[src/rtl/callret_pkg.sv]
// Shared opcode and stack-kind definitions for the call/return unit.
// Assumes opcodes 0..9 are defined and 10..15 are reserved; bit 0 marks a return.
package callret_pkg;

    typedef enum logic [3:0] {
        OP_CALL  = 4'd0,
        OP_RET   = 4'd1,
        OP_CALLA = 4'd2,
        OP_RETA  = 4'd3,
        OP_CALLB = 4'd4,
        OP_RETB  = 4'd5,
        OP_CALLX = 4'd6,
        OP_RETX  = 4'd7,
        OP_CALLY = 4'd8,
        OP_RETY  = 4'd9
    } cr_op_e;

    typedef enum logic [2:0] {
        K_LIFO = 3'd0,
        K_A    = 3'd1,
        K_B    = 3'd2,
        K_X    = 3'd3,
        K_Y    = 3'd4
    } cr_kind_e;

    // True for defined opcodes only
    function automatic logic op_valid(input logic [3:0] op);
        return op <= 4'd9;
    endfunction

    // Stack discipline chosen by an opcode
    function automatic cr_kind_e op_kind(input logic [3:0] op);
        case (op[3:1])
            3'd0:    return K_LIFO;
            3'd1:    return K_A;
            3'd2:    return K_B;
            3'd3:    return K_X;
            default: return K_Y;
        endcase
    endfunction

endpackage

[src/rtl/cr_task_lifo.sv]
// Shallow return stack of one task, kept as a circular buffer.
// Pushing onto a full stack overwrites the oldest slot; popping an empty stack
// returns the stale slot. The pointer wraps modulo DEPTH (DEPTH a power of two).
module cr_task_lifo #(
    parameter int DEPTH = 4,
    parameter int DW    = 16
) (
    input  logic          clk,
    input  logic          rst_n,
    input  logic          push,
    input  logic          pop,
    input  logic [DW-1:0] wdata,
    output logic [DW-1:0] top_q
);
    localparam int SPW = $clog2(DEPTH);

    logic [DW-1:0]  slot_q [DEPTH];
    logic [SPW-1:0] sp_q;

    // Value a pop would return: the slot just below the pointer
    assign top_q = slot_q[sp_q - SPW'(1)];

    // Pointer update and slot write
    always_ff @(posedge clk) begin
        if (!rst_n) begin
            sp_q <= '0;
            for (int i = 0; i < DEPTH; i++) slot_q[i] <= '0;
        end else if (push) begin
            slot_q[sp_q] <= wdata;
            sp_q         <= sp_q + SPW'(1);
        end else if (pop) begin
            sp_q <= sp_q - SPW'(1);
        end
    end
endmodule

[src/rtl/cr_ptr_file.sv]
// Pointer registers A, B (shared memory) and X, Y (auxiliary memory), common to
// all tasks. One pointer steps up or down per update, chosen by the stack kind.
module cr_ptr_file
    import callret_pkg::*;
#(
    parameter int SH_AW  = 17,
    parameter int AUX_AW = 8
) (
    input  logic              clk,
    input  logic              rst_n,
    input  logic              upd,
    input  cr_kind_e          sel,
    input  logic              dec,
    output logic [SH_AW-1:0]  ptr_a,
    output logic [SH_AW-1:0]  ptr_b,
    output logic [AUX_AW-1:0] ptr_x,
    output logic [AUX_AW-1:0] ptr_y
);
    localparam logic [SH_AW-1:0]  SH_ONE  = SH_AW'(1);
    localparam logic [AUX_AW-1:0] AUX_ONE = AUX_AW'(1);

    // Step the selected pointer after a completed memory access
    always_ff @(posedge clk) begin
        if (!rst_n) begin
            ptr_a <= '0;
            ptr_b <= '0;
            ptr_x <= '0;
            ptr_y <= '0;
        end else if (upd) begin
            case (sel)
                K_A:     ptr_a <= dec ? ptr_a - SH_ONE  : ptr_a + SH_ONE;
                K_B:     ptr_b <= dec ? ptr_b - SH_ONE  : ptr_b + SH_ONE;
                K_X:     ptr_x <= dec ? ptr_x - AUX_ONE : ptr_x + AUX_ONE;
                K_Y:     ptr_y <= dec ? ptr_y - AUX_ONE : ptr_y + AUX_ONE;
                default: ;
            endcase
        end
    end
endmodule

[src/rtl/cr_link_bank.sv]
// Link register banked per task: one write port, one read port.
// Assumes a single write per cycle.
module cr_link_bank #(
    parameter int NTASK = 4,
    parameter int DW    = 16
) (
    input  logic                     clk,
    input  logic                     rst_n,
    input  logic                     wr_en,
    input  logic [$clog2(NTASK)-1:0] wr_task,
    input  logic [DW-1:0]            wr_data,
    input  logic [$clog2(NTASK)-1:0] rd_task,
    output logic [DW-1:0]            rd_data
);
    logic [DW-1:0] lr_q [NTASK];

    assign rd_data = lr_q[rd_task];

    // Record the return address of the calling task
    always_ff @(posedge clk) begin
        if (!rst_n) begin
            for (int i = 0; i < NTASK; i++) lr_q[i] <= '0;
        end else if (wr_en) begin
            lr_q[wr_task] <= wr_data;
        end
    end
endmodule

[src/rtl/callret_unit.sv]
// Call/return unit for a multi-task core.
// Shallow-stack calls and returns complete one cycle after acceptance. Pointer
// stack operations enter a memory state and finish on the memory's ready;
// the pointer changes only on completion, so the address holds while stalled.
// Assumes memories keep ready low until they serve the presented request.
module callret_unit
    import callret_pkg::*;
#(
    parameter int NTASK      = 4,
    parameter int LIFO_DEPTH = 4,
    parameter int DW         = 16,
    parameter int SH_AW      = 17,
    parameter int AUX_AW     = 8
) (
    input  logic                     clk,
    input  logic                     rst_n,
    input  logic                     req_valid,
    input  logic [3:0]               req_op,
    input  logic [$clog2(NTASK)-1:0] req_task,
    input  logic [DW-1:0]            req_target,
    input  logic [DW-1:0]            req_retaddr,
    output logic                     busy,
    output logic                     done,
    output logic [DW-1:0]            next_pc,
    input  logic [$clog2(NTASK)-1:0] lr_rd_task,
    output logic [DW-1:0]            lr_rd_data,
    output logic                     sm_req,
    output logic                     sm_we,
    output logic [SH_AW-1:0]         sm_addr,
    output logic [DW-1:0]            sm_wdata,
    input  logic                     sm_ready,
    input  logic [DW-1:0]            sm_rdata,
    output logic                     ax_req,
    output logic                     ax_we,
    output logic [AUX_AW-1:0]        ax_addr,
    output logic [DW-1:0]            ax_wdata,
    input  logic                     ax_ready,
    input  logic [DW-1:0]            ax_rdata
);
    localparam int TW = $clog2(NTASK);

    typedef enum logic {ST_IDLE, ST_MEM} state_e;

    state_e          state_q;
    cr_kind_e        kind_q;
    logic            ret_q;
    logic [TW-1:0]   task_q;
    logic [DW-1:0]   tgt_q;
    logic [DW-1:0]   rad_q;
    logic            done_q;
    logic [DW-1:0]   pc_q;

    cr_kind_e        req_kind;
    logic            req_is_ret;
    logic            accept;
    logic            lifo_push;
    logic            lifo_pop;
    logic [DW-1:0]   lifo_top [NTASK];

    logic [SH_AW-1:0]  ptr_a, ptr_b, cur_sh;
    logic [AUX_AW-1:0] ptr_x, ptr_y, cur_ax, raw_ax;
    logic              on_shared;
    logic              mem_done;

    logic              lr_wr_en;
    logic [TW-1:0]     lr_wr_task;

    // Request decode and acceptance
    assign req_kind   = op_kind(req_op);
    assign req_is_ret = req_op[0];
    assign busy       = (state_q == ST_MEM);
    assign accept     = req_valid && !busy && op_valid(req_op);
    assign lifo_push  = accept && (req_kind == K_LIFO) && !req_is_ret;
    assign lifo_pop   = accept && (req_kind == K_LIFO) &&  req_is_ret;

    // One shallow stack per task
    for (genvar t = 0; t < NTASK; t++) begin : g_lifo
        cr_task_lifo #(
            .DEPTH (LIFO_DEPTH),
            .DW    (DW)
        ) u_lifo (
            .clk   (clk),
            .rst_n (rst_n),
            .push  (lifo_push && (req_task == TW'(t))),
            .pop   (lifo_pop  && (req_task == TW'(t))),
            .wdata (req_retaddr),
            .top_q (lifo_top[t])
        );
    end

    // Shared pointers
    cr_ptr_file #(
        .SH_AW  (SH_AW),
        .AUX_AW (AUX_AW)
    ) u_ptrs (
        .clk   (clk),
        .rst_n (rst_n),
        .upd   (mem_done),
        .sel   (kind_q),
        .dec   (ret_q),
        .ptr_a (ptr_a),
        .ptr_b (ptr_b),
        .ptr_x (ptr_x),
        .ptr_y (ptr_y)
    );

    // Memory address formation: post-increment push, pre-decrement pop, Y inverted
    assign on_shared = (kind_q == K_A) || (kind_q == K_B);
    assign cur_sh    = (kind_q == K_B) ? ptr_b : ptr_a;
    assign cur_ax    = (kind_q == K_Y) ? ptr_y : ptr_x;
    assign raw_ax    = ret_q ? cur_ax - AUX_AW'(1) : cur_ax;

    assign sm_req    = busy && on_shared;
    assign sm_we     = !ret_q;
    assign sm_addr   = ret_q ? cur_sh - SH_AW'(1) : cur_sh;
    assign sm_wdata  = rad_q;

    assign ax_req    = busy && !on_shared;
    assign ax_we     = !ret_q;
    assign ax_addr   = (kind_q == K_Y) ? ~raw_ax : raw_ax;
    assign ax_wdata  = rad_q;

    assign mem_done  = on_shared ? sm_req && sm_ready : ax_req && ax_ready;

    // Link register write on every call, at its completion
    assign lr_wr_en   = lifo_push || (mem_done && !ret_q);
    assign lr_wr_task = busy ? task_q : req_task;

    cr_link_bank #(
        .NTASK (NTASK),
        .DW    (DW)
    ) u_links (
        .clk     (clk),
        .rst_n   (rst_n),
        .wr_en   (lr_wr_en),
        .wr_task (lr_wr_task),
        .wr_data (busy ? rad_q : req_retaddr),
        .rd_task (lr_rd_task),
        .rd_data (lr_rd_data)
    );

    // Control state, request capture and registered result
    always_ff @(posedge clk) begin
        if (!rst_n) begin
            state_q <= ST_IDLE;
            kind_q  <= K_LIFO;
            ret_q   <= 1'b0;
            task_q  <= '0;
            tgt_q   <= '0;
            rad_q   <= '0;
            done_q  <= 1'b0;
            pc_q    <= '0;
        end else begin
            done_q <= 1'b0;
            if (accept) begin
                kind_q <= req_kind;
                ret_q  <= req_is_ret;
                task_q <= req_task;
                tgt_q  <= req_target;
                rad_q  <= req_retaddr;
                if (req_kind == K_LIFO) begin
                    done_q <= 1'b1;
                    pc_q   <= req_is_ret ? lifo_top[req_task] : req_target;
                end else begin
                    state_q <= ST_MEM;
                end
            end else if (mem_done) begin
                state_q <= ST_IDLE;
                done_q  <= 1'b1;
                if (!ret_q)         pc_q <= tgt_q;
                else if (on_shared) pc_q <= sm_rdata;
                else                pc_q <= ax_rdata;
            end
        end
    end

    assign done    = done_q;
    assign next_pc = pc_q;
endmodule

[config.mk]
export PLATFORM = sky130hd
export DESIGN_NAME = callret_unit
export DESIGN_NICKNAME = d
export VERILOG_FILES = /design/src/rtl/callret_pkg.sv /design/src/rtl/cr_task_lifo.sv /design/src/rtl/cr_ptr_file.sv /design/src/rtl/cr_link_bank.sv /design/src/rtl/callret_unit.sv
export SDC_FILE = /design/constraint.sdc
export NUM_CORES = 1
export LEC_CHECK = 0
export CELL_PAD_IN_SITES_DETAIL_PLACEMENT = 1
export CELL_PAD_IN_SITES_GLOBAL_PLACEMENT = 1
export CORE_UTILIZATION = 51
export DETAILED_ROUTE_END_ITERATION = 12
export PLACE_DENSITY_LB_ADDON = 0.1
export SLEW_MARGIN = 20
export SYNTH_ARGS = -nofsm -noshare
export SYNTH_HDL_FRONTEND = slang
export SYNTH_SLANG_ARGS = --single-unit
export TNS_END_PERCENT = 5
[constraint.sdc]
create_clock -name clk -period 6.4 [get_ports clk]
set_clock_uncertainty 0.2 [all_clocks]
set_input_delay 1.28 -clock clk [delete_from_list [all_inputs] [get_ports clk]]
set_output_delay 1.28 -clock clk [all_outputs]
set_load 0.01 [all_outputs]
# [Word level (Yosys, flattened, before mapping)]
# Memories as Yosys holds them, arrays and structs flattened.
# Cells that the tools add are included.
[totals] memories=5 mem_bits_rw=320 elab_cells=165 ff_bits=114 inputBits=77
[memory_table] name="g_lifo[0].u_lifo.slot_q" depth=4 width=16 read_ports=1 rd_clocked_by_memory_dff=0 wr=4 line="cr_task_lifo.sv:17" rtl="logic [DW-1:0] slot_q [DEPTH];"
[memory_table] name="g_lifo[1].u_lifo.slot_q" depth=4 width=16 read_ports=1 rd_clocked_by_memory_dff=0 wr=4 line="cr_task_lifo.sv:17"
[memory_table] name="g_lifo[2].u_lifo.slot_q" depth=4 width=16 read_ports=1 rd_clocked_by_memory_dff=0 wr=4 line="cr_task_lifo.sv:17"
[memory_table] name="g_lifo[3].u_lifo.slot_q" depth=4 width=16 read_ports=1 rd_clocked_by_memory_dff=0 wr=4 line="cr_task_lifo.sv:17"
[memory_table] name="u_links.lr_q" depth=4 width=16 read_ports=1 rd_clocked_by_memory_dff=0 wr=4 line="cr_link_bank.sv:15" rtl="logic [DW-1:0] lr_q [NTASK];"
[op_classes] reduce_logical=43 add_sub_neg=18 eq_ne=12 order_cmp=2 bitwise=2 mux=67
[op_table] op="2-to-1 mux 16 bit" count=14
[op_table] op="OR reduction 16 bit" count=5
[op_table] op="2-to-1 mux 17 bit" count=4
[op_table] op="subtractor 17 x 1 -> 17 bit, second input constant" count=3
[op_table] op="2-to-1 mux 8 bit" count=5
[op_table] op="adder 17 x 1 -> 17 bit, second input constant" count=2
[op_table] op="binary-select mux 16 bit (select 2 bit)" count=1
[op_table] op="2-to-1 mux 1 bit" count=28
[op_table] op="2-to-1 mux 2 bit" count=14
[op_table] op="subtractor 8 x 1 -> 8 bit, second input constant" count=3
[op_table] op="logical AND 1 bit" count=18
[op_table] op="adder 8 x 1 -> 8 bit, second input constant" count=2
[op_table] op="equality test 3 x 2 -> 1 bit, second input constant" count=4
[op_table] op="one-hot mux 3 bit (4 select lines)" count=1
[op_table] op="AND reduction 2 bit" count=6
[op_table] op="nonzero test 2 bit" count=5
[op_table] op="adder 2 x 1 -> 2 bit, second input constant" count=4
[op_table] op="inverter 8 bit" count=1
[op_table] op="subtractor 2 x 1 -> 2 bit, second input constant" count=4
[op_table] op="equality test 3 x 1 -> 1 bit, second input constant" count=2
[op_table] op="logical NOT 3 bit" count=2
[op_table] op="equality test 2 bit, second input constant" count=2
[op_table] op="less-or-equal comparator 4 bit, second input constant" count=1
[op_table] op="logical NOT 1 bit" count=4
[op_table] op="8 further kinds" count=9

# [Logic depth before layout (Yosys ltp)]
[logic_depth] ltp_word=13 ltp_mapped=11

# [Cells and area by module]
# From an unflattened synthesis, not the netlist that was laid out.
[hier_totals] hier_cells=2034 area_unflattened_um2=23231.0
[by_module_without_submodules] module="cr_task_lifo" area_per_inst_um2=2877.8 cells_each=192 n_inst=4
[by_module_without_submodules] module="callret_unit" area_per_inst_um2=4828.4 cells_each=585 n_inst=1
[by_module_without_submodules] module="cr_ptr_file" area_per_inst_um2=4042.6 cells_each=515 n_inst=1
[by_module_without_submodules] module="cr_link_bank" area_per_inst_um2=2849.0 cells_each=166 n_inst=1

# [Least setup slack after synthesis]
# No wires, ideal clock.
[synth_path] path_kind="reg2out" start="register ret_q" end="output port ax_addr[1]" stages_incl_launch_ff=6 required_time_ns=4.920 path_buffers=2 arrival_ns=2.671 path_slack_ns=2.249 path_cell_list="dfxtp_1 > clkbuf_1 > clkinv_1 > buf_1 > mux2i_1 > xor2_1"
[synth_via] elab_chain_len=3
[synth_rtl] element="start, declared" line="callret_unit.sv:46" rtl="logic ret_q;"
[synth_rtl] element="start signal, assigned" line="callret_unit.sv:157" rtl="ret_q <= req_is_ret;"
[synth_rtl] element="2-to-1 mux 8 bit *" line="callret_unit.sv:111" rtl="assign raw_ax = ret_q ? cur_ax - AUX_AW'(1) : cur_ax;"
[synth_rtl] element="inverter 8 bit" line="callret_unit.sv:120" rtl="assign ax_addr = (kind_q == K_Y) ? ~raw_ax : raw_ax;"
[synth_rtl] element="2-to-1 mux 8 bit *" line="callret_unit.sv:120"
[synth_rtl] element="end, declared" line="callret_unit.sv:35" rtl="output logic [AUX_AW-1:0] ax_addr,"
# Mark *: on every way between the ends. The rest lies on a longest branch, timed or not.

# [Final worst setup path]
[layout_path] start="register kind_q[2]" end="output port sm_addr[16]"
[layout_via] elab_chain_len=4
[layout_rtl] element="start, declared" line="callret_unit.sv:45" rtl="cr_kind_e kind_q;"
[layout_rtl] element="start signal, assigned" line="callret_unit.sv:156" rtl="kind_q <= req_kind;"
[layout_rtl] element="equality test 3 x 2 -> 1 bit *" line="callret_unit.sv:109" rtl="assign cur_sh = (kind_q == K_B) ? ptr_b : ptr_a;"
[layout_rtl] element="2-to-1 mux 17 bit *" line="callret_unit.sv:109"
[layout_rtl] element="subtractor 17 x 1 -> 17 bit" line="callret_unit.sv:115" rtl="assign sm_addr = ret_q ? cur_sh - SH_AW'(1) : cur_sh;"
[layout_rtl] element="2-to-1 mux 17 bit *" line="callret_unit.sv:115"
[layout_rtl] element="end, declared" line="callret_unit.sv:29" rtl="output logic [SH_AW-1:0] sm_addr,"
# Marks and branches as above.

==> impl_metrics.yaml <==
detailed_routing:
  route.detailed.drc: 0
  vias_per_cell: 5.97
  dr.pass1.iters: 5
  drt-wirelength-per-cell_um: 25.2
  drt-total-wl_um: 67000
  via_count: 15900
  drtIter0Drc: 1276
  detail-route-antenna-nets: 0
global_route:
  grt_max_degree: 56
  antenna_found_initial: 2
  grtUsageTotal_pct: 30.6
  grt_pass1_vias: 16600
  overflow: 0
  grt_pass1_wl_um: 102000
synth:
  synth-seq-area-share_pct: 53.4
  synth_top_area_share_pct: 43.1
  synth.cell_area_um2: 22300
  ys_seq_elements: 434
  syn_inst: 1928
  avgSynthCellArea_um2: 11.6
  post_synth_num_cell_types: 72
  yosysTopAreaCell: "edfxtp_1"
  synth-edff-count: 320
  synth_common_cells: "edfxtp_1, nor2_1, nand2_1, and2_1, a21oi_1"
  synth.most_common_cell: "edfxtp_1"
  yosys_warnings: 0
  syn_nets: 2053
  ys.flop_type: "edfxtp_1"
  async_flop_share_pct: 0
  synth.area.top_cells: "edfxtp_1, dfxtp_1, mux4_2, and2_1, nor2_1"
layout:
  fin_nets: 2163
  fin_area_um2: 25800
  drive_gt1_share_pct: 10.4
  syn2layout_area_growth_pct: 16.0
job:
  maxCapViolations: 0
clock_network:
  cts.reportedPaths.clkPinSlew_ps: 60
  clk-insertion-delay-late_ps: 590
  cts_buffers: 47
  postCtsSetupBuffers: 0
  post_cts_resized: 0
  htree_levels: 2
  cts_tree: "yes"
  cts_root_buf: "clkbuf_16"
  clock_sinks: 434
  hold_buffers: 0
  cts_buffer_depth: 3
timing:
  rsz0062_at_grt: "false"
  finalHoldViolations: 0
  max_freq_mhz: 189
  max-slew-margin-rel_pct: 21.1
  finalSetupViolations: 0
  setup_tns_ps: 0
  tightest_slew_ps: 1180
  layout_min_cycle_time_ps: 5280
  slew_viol_final: 0
  finalCritPeriodShare_pct: 82.5
worst_setup_path:
  rrSetupSlack_ps: 2200
  reg2reg_to: "u_ptrs.ptr_b[12]"
  r2r-start: "ret_q"
  worstSetupPathType: "flip-flop to output pin"
  cp_max_fo: 16
  critPathLaunchType: "flip-flop"
  worst-endpoint-arrival_ps: 3800
  endpoint_kind: "output pin"
  crit_start: "kind_q[2]"
  ff2ff_path_depth: 9
  required_ps: 4920
  endpoint: "sm_addr[16]"
power:
  clockPowerShare_pct: 42.0
  p_comb_share_pct: 9.3
  p_seq_share_pct: 48.7
  p_switching_w: 0.00156
  powerDensity_nw_per_um2: 252
  peakVddDrop_uv: 234
  power.total_w: 0.00651
  intPower_w: 0.00495
  swShare_pct: 23.9
  total_leakage_power_nw: 9.63
placed_design:
  gp_congestion: 0.863
  numPortBuffers: 171
  placed_area_um2: 24300
  post-dp-hpwl_um: 46100
floorplanning:
  ios: 172
  die_area_um2: 44500
  rows: 76
  start_util_pct: 51.7
  die_h_um: 211
  die_w_um: 211
  core_um2: 43100
min_path:
  hold_path.class: "flip-flop to flip-flop"
status:
  outcome: "complete, no violations"
==> critical path, stage by stage (launching register included) <==
cell	delay [ps]
dfxtp_1	580
or3b_1	550
nor2_1	100
a21oi_1	240
ha_1	210
a21boi_0	350
nand3_1	220
nor3b_2	230
xnor2_1	150
clkdlybuf4s50_1	560
==> power by group through the flow <==
stage               Sequential (W)  Clock, W  Combinational [W]
finish                     0.00317   0.00274           0.000604
floorplan                  0.00320         0           0.000333
detailed placement         0.00323         0           0.000600
CTS                        0.00317   0.00276           0.000605
global route               0.00317   0.00287           0.000643
global placement           0.00322         0           0.000585
==> cell type report <==
class | instances | area, µm²
Tap cell | 585 | 732
Clock buffer | 66 | 1310
Timing Repair Buffer | 209 | 1990
Sequential cell | 434 | 11900
Fill cell | 4447 | 17200
Clock inverter | 20 | 215
Inverter | 48 | 180
Multi-Input combinational cell | 1298 | 9520
Antenna cell | 1 | 2.50
==> sequential cells by signal, indices dropped and copies added (netlist names) <==
register	flops
u_ptrs.ptr_y	8
kind_q	3
next_pc	16
done	1
u_links.lr_q	64
u_ptrs.ptr_b	17
g_lifo.u_lifo.slot_q	256
ret_q	1
u_ptrs.ptr_a	17
busy	1
tgt_q	16
task_q	2
g_lifo.u_lifo.sp_q	8
u_ptrs.ptr_x	8
ax_wdata	16
==> stage by stage <==
step | setup WS [ps] | std cells | utilization (%) | hold slack (ps)
6_report | 1120 | 2661 | 60.0 | 255
5_1_grt | 793 | 2661 | 60.0 | 278
4_1_cts | 1070 | 2660 | 60.0 | 257
3_5_place_dp | 1500 | 2574 | 56.4 | 249
3_3_place_gp | 1620 | 2574 | 56.4 | 242
2_1_floorplan | 2250 | 1928 | - | 233
==> layout by cell type (no fill, tap or decap), drive strengths merged, types with 9 or more instances in the layout <==
cell type and n:
xor2 33, mux2i 67, and2 157, a21o 22
ha 44, xnor2 40, dfxtp 114, nand2 207
a21oi 116, clkbuf 66, or3 9, nor2 219
clkinv 16, nand4 9, mux4 94, o21ai 66
inv 47, a22o 9, edfxtp 320, buf 39
o211ai 23, nand2b 21, nor3 26, clkdlybuf4s50 170
nand3 34, a211oi 9, nor2b 9
==> logic make-up after synthesis <==
kind of cell | after synthesis | synth area share, %
and+or+nand+nor | 725 | 15.8
DFF | 434 | 53.4
AOI/OAI and AO/OA | 283 | 7.65
buffers and inverters | 196 | 4.14
muxes | 169 | 13.4
xor gates and xnor gates | 73 | 2.90
adders and majority gates | 48 | 2.83
==> layer usage <==
layer / track usage (%) / vias up / share of wire (%)
met5: 0 / - / 0
met4: 9.30 / 0 / 2.8
met3: 4.95 / 107 / 6.6
met2: 52.0 / 543 / 50
met1: 40.2 / 8099 / 41
li1: - / 7148 / -
==> worst min-delay path by stage <==
stage / startpoint / endpoint / slack [ps] / depth (start not counted)
2_1_floorplan: tgt_q[0] / tgt_q[0] / 230 / 2
3_3_place_gp: tgt_q[7] / tgt_q[7] / 240 / 2
3_5_place_dp: tgt_q[9] / tgt_q[9] / 250 / 2
4_1_cts: tgt_q[9] / tgt_q[9] / 260 / 2
5_1_grt: tgt_q[14] / tgt_q[14] / 280 / 2
6_report: tgt_q[2] / tgt_q[2] / 250 / 2
Note: power is estimated with default switching activity, not from simulation.
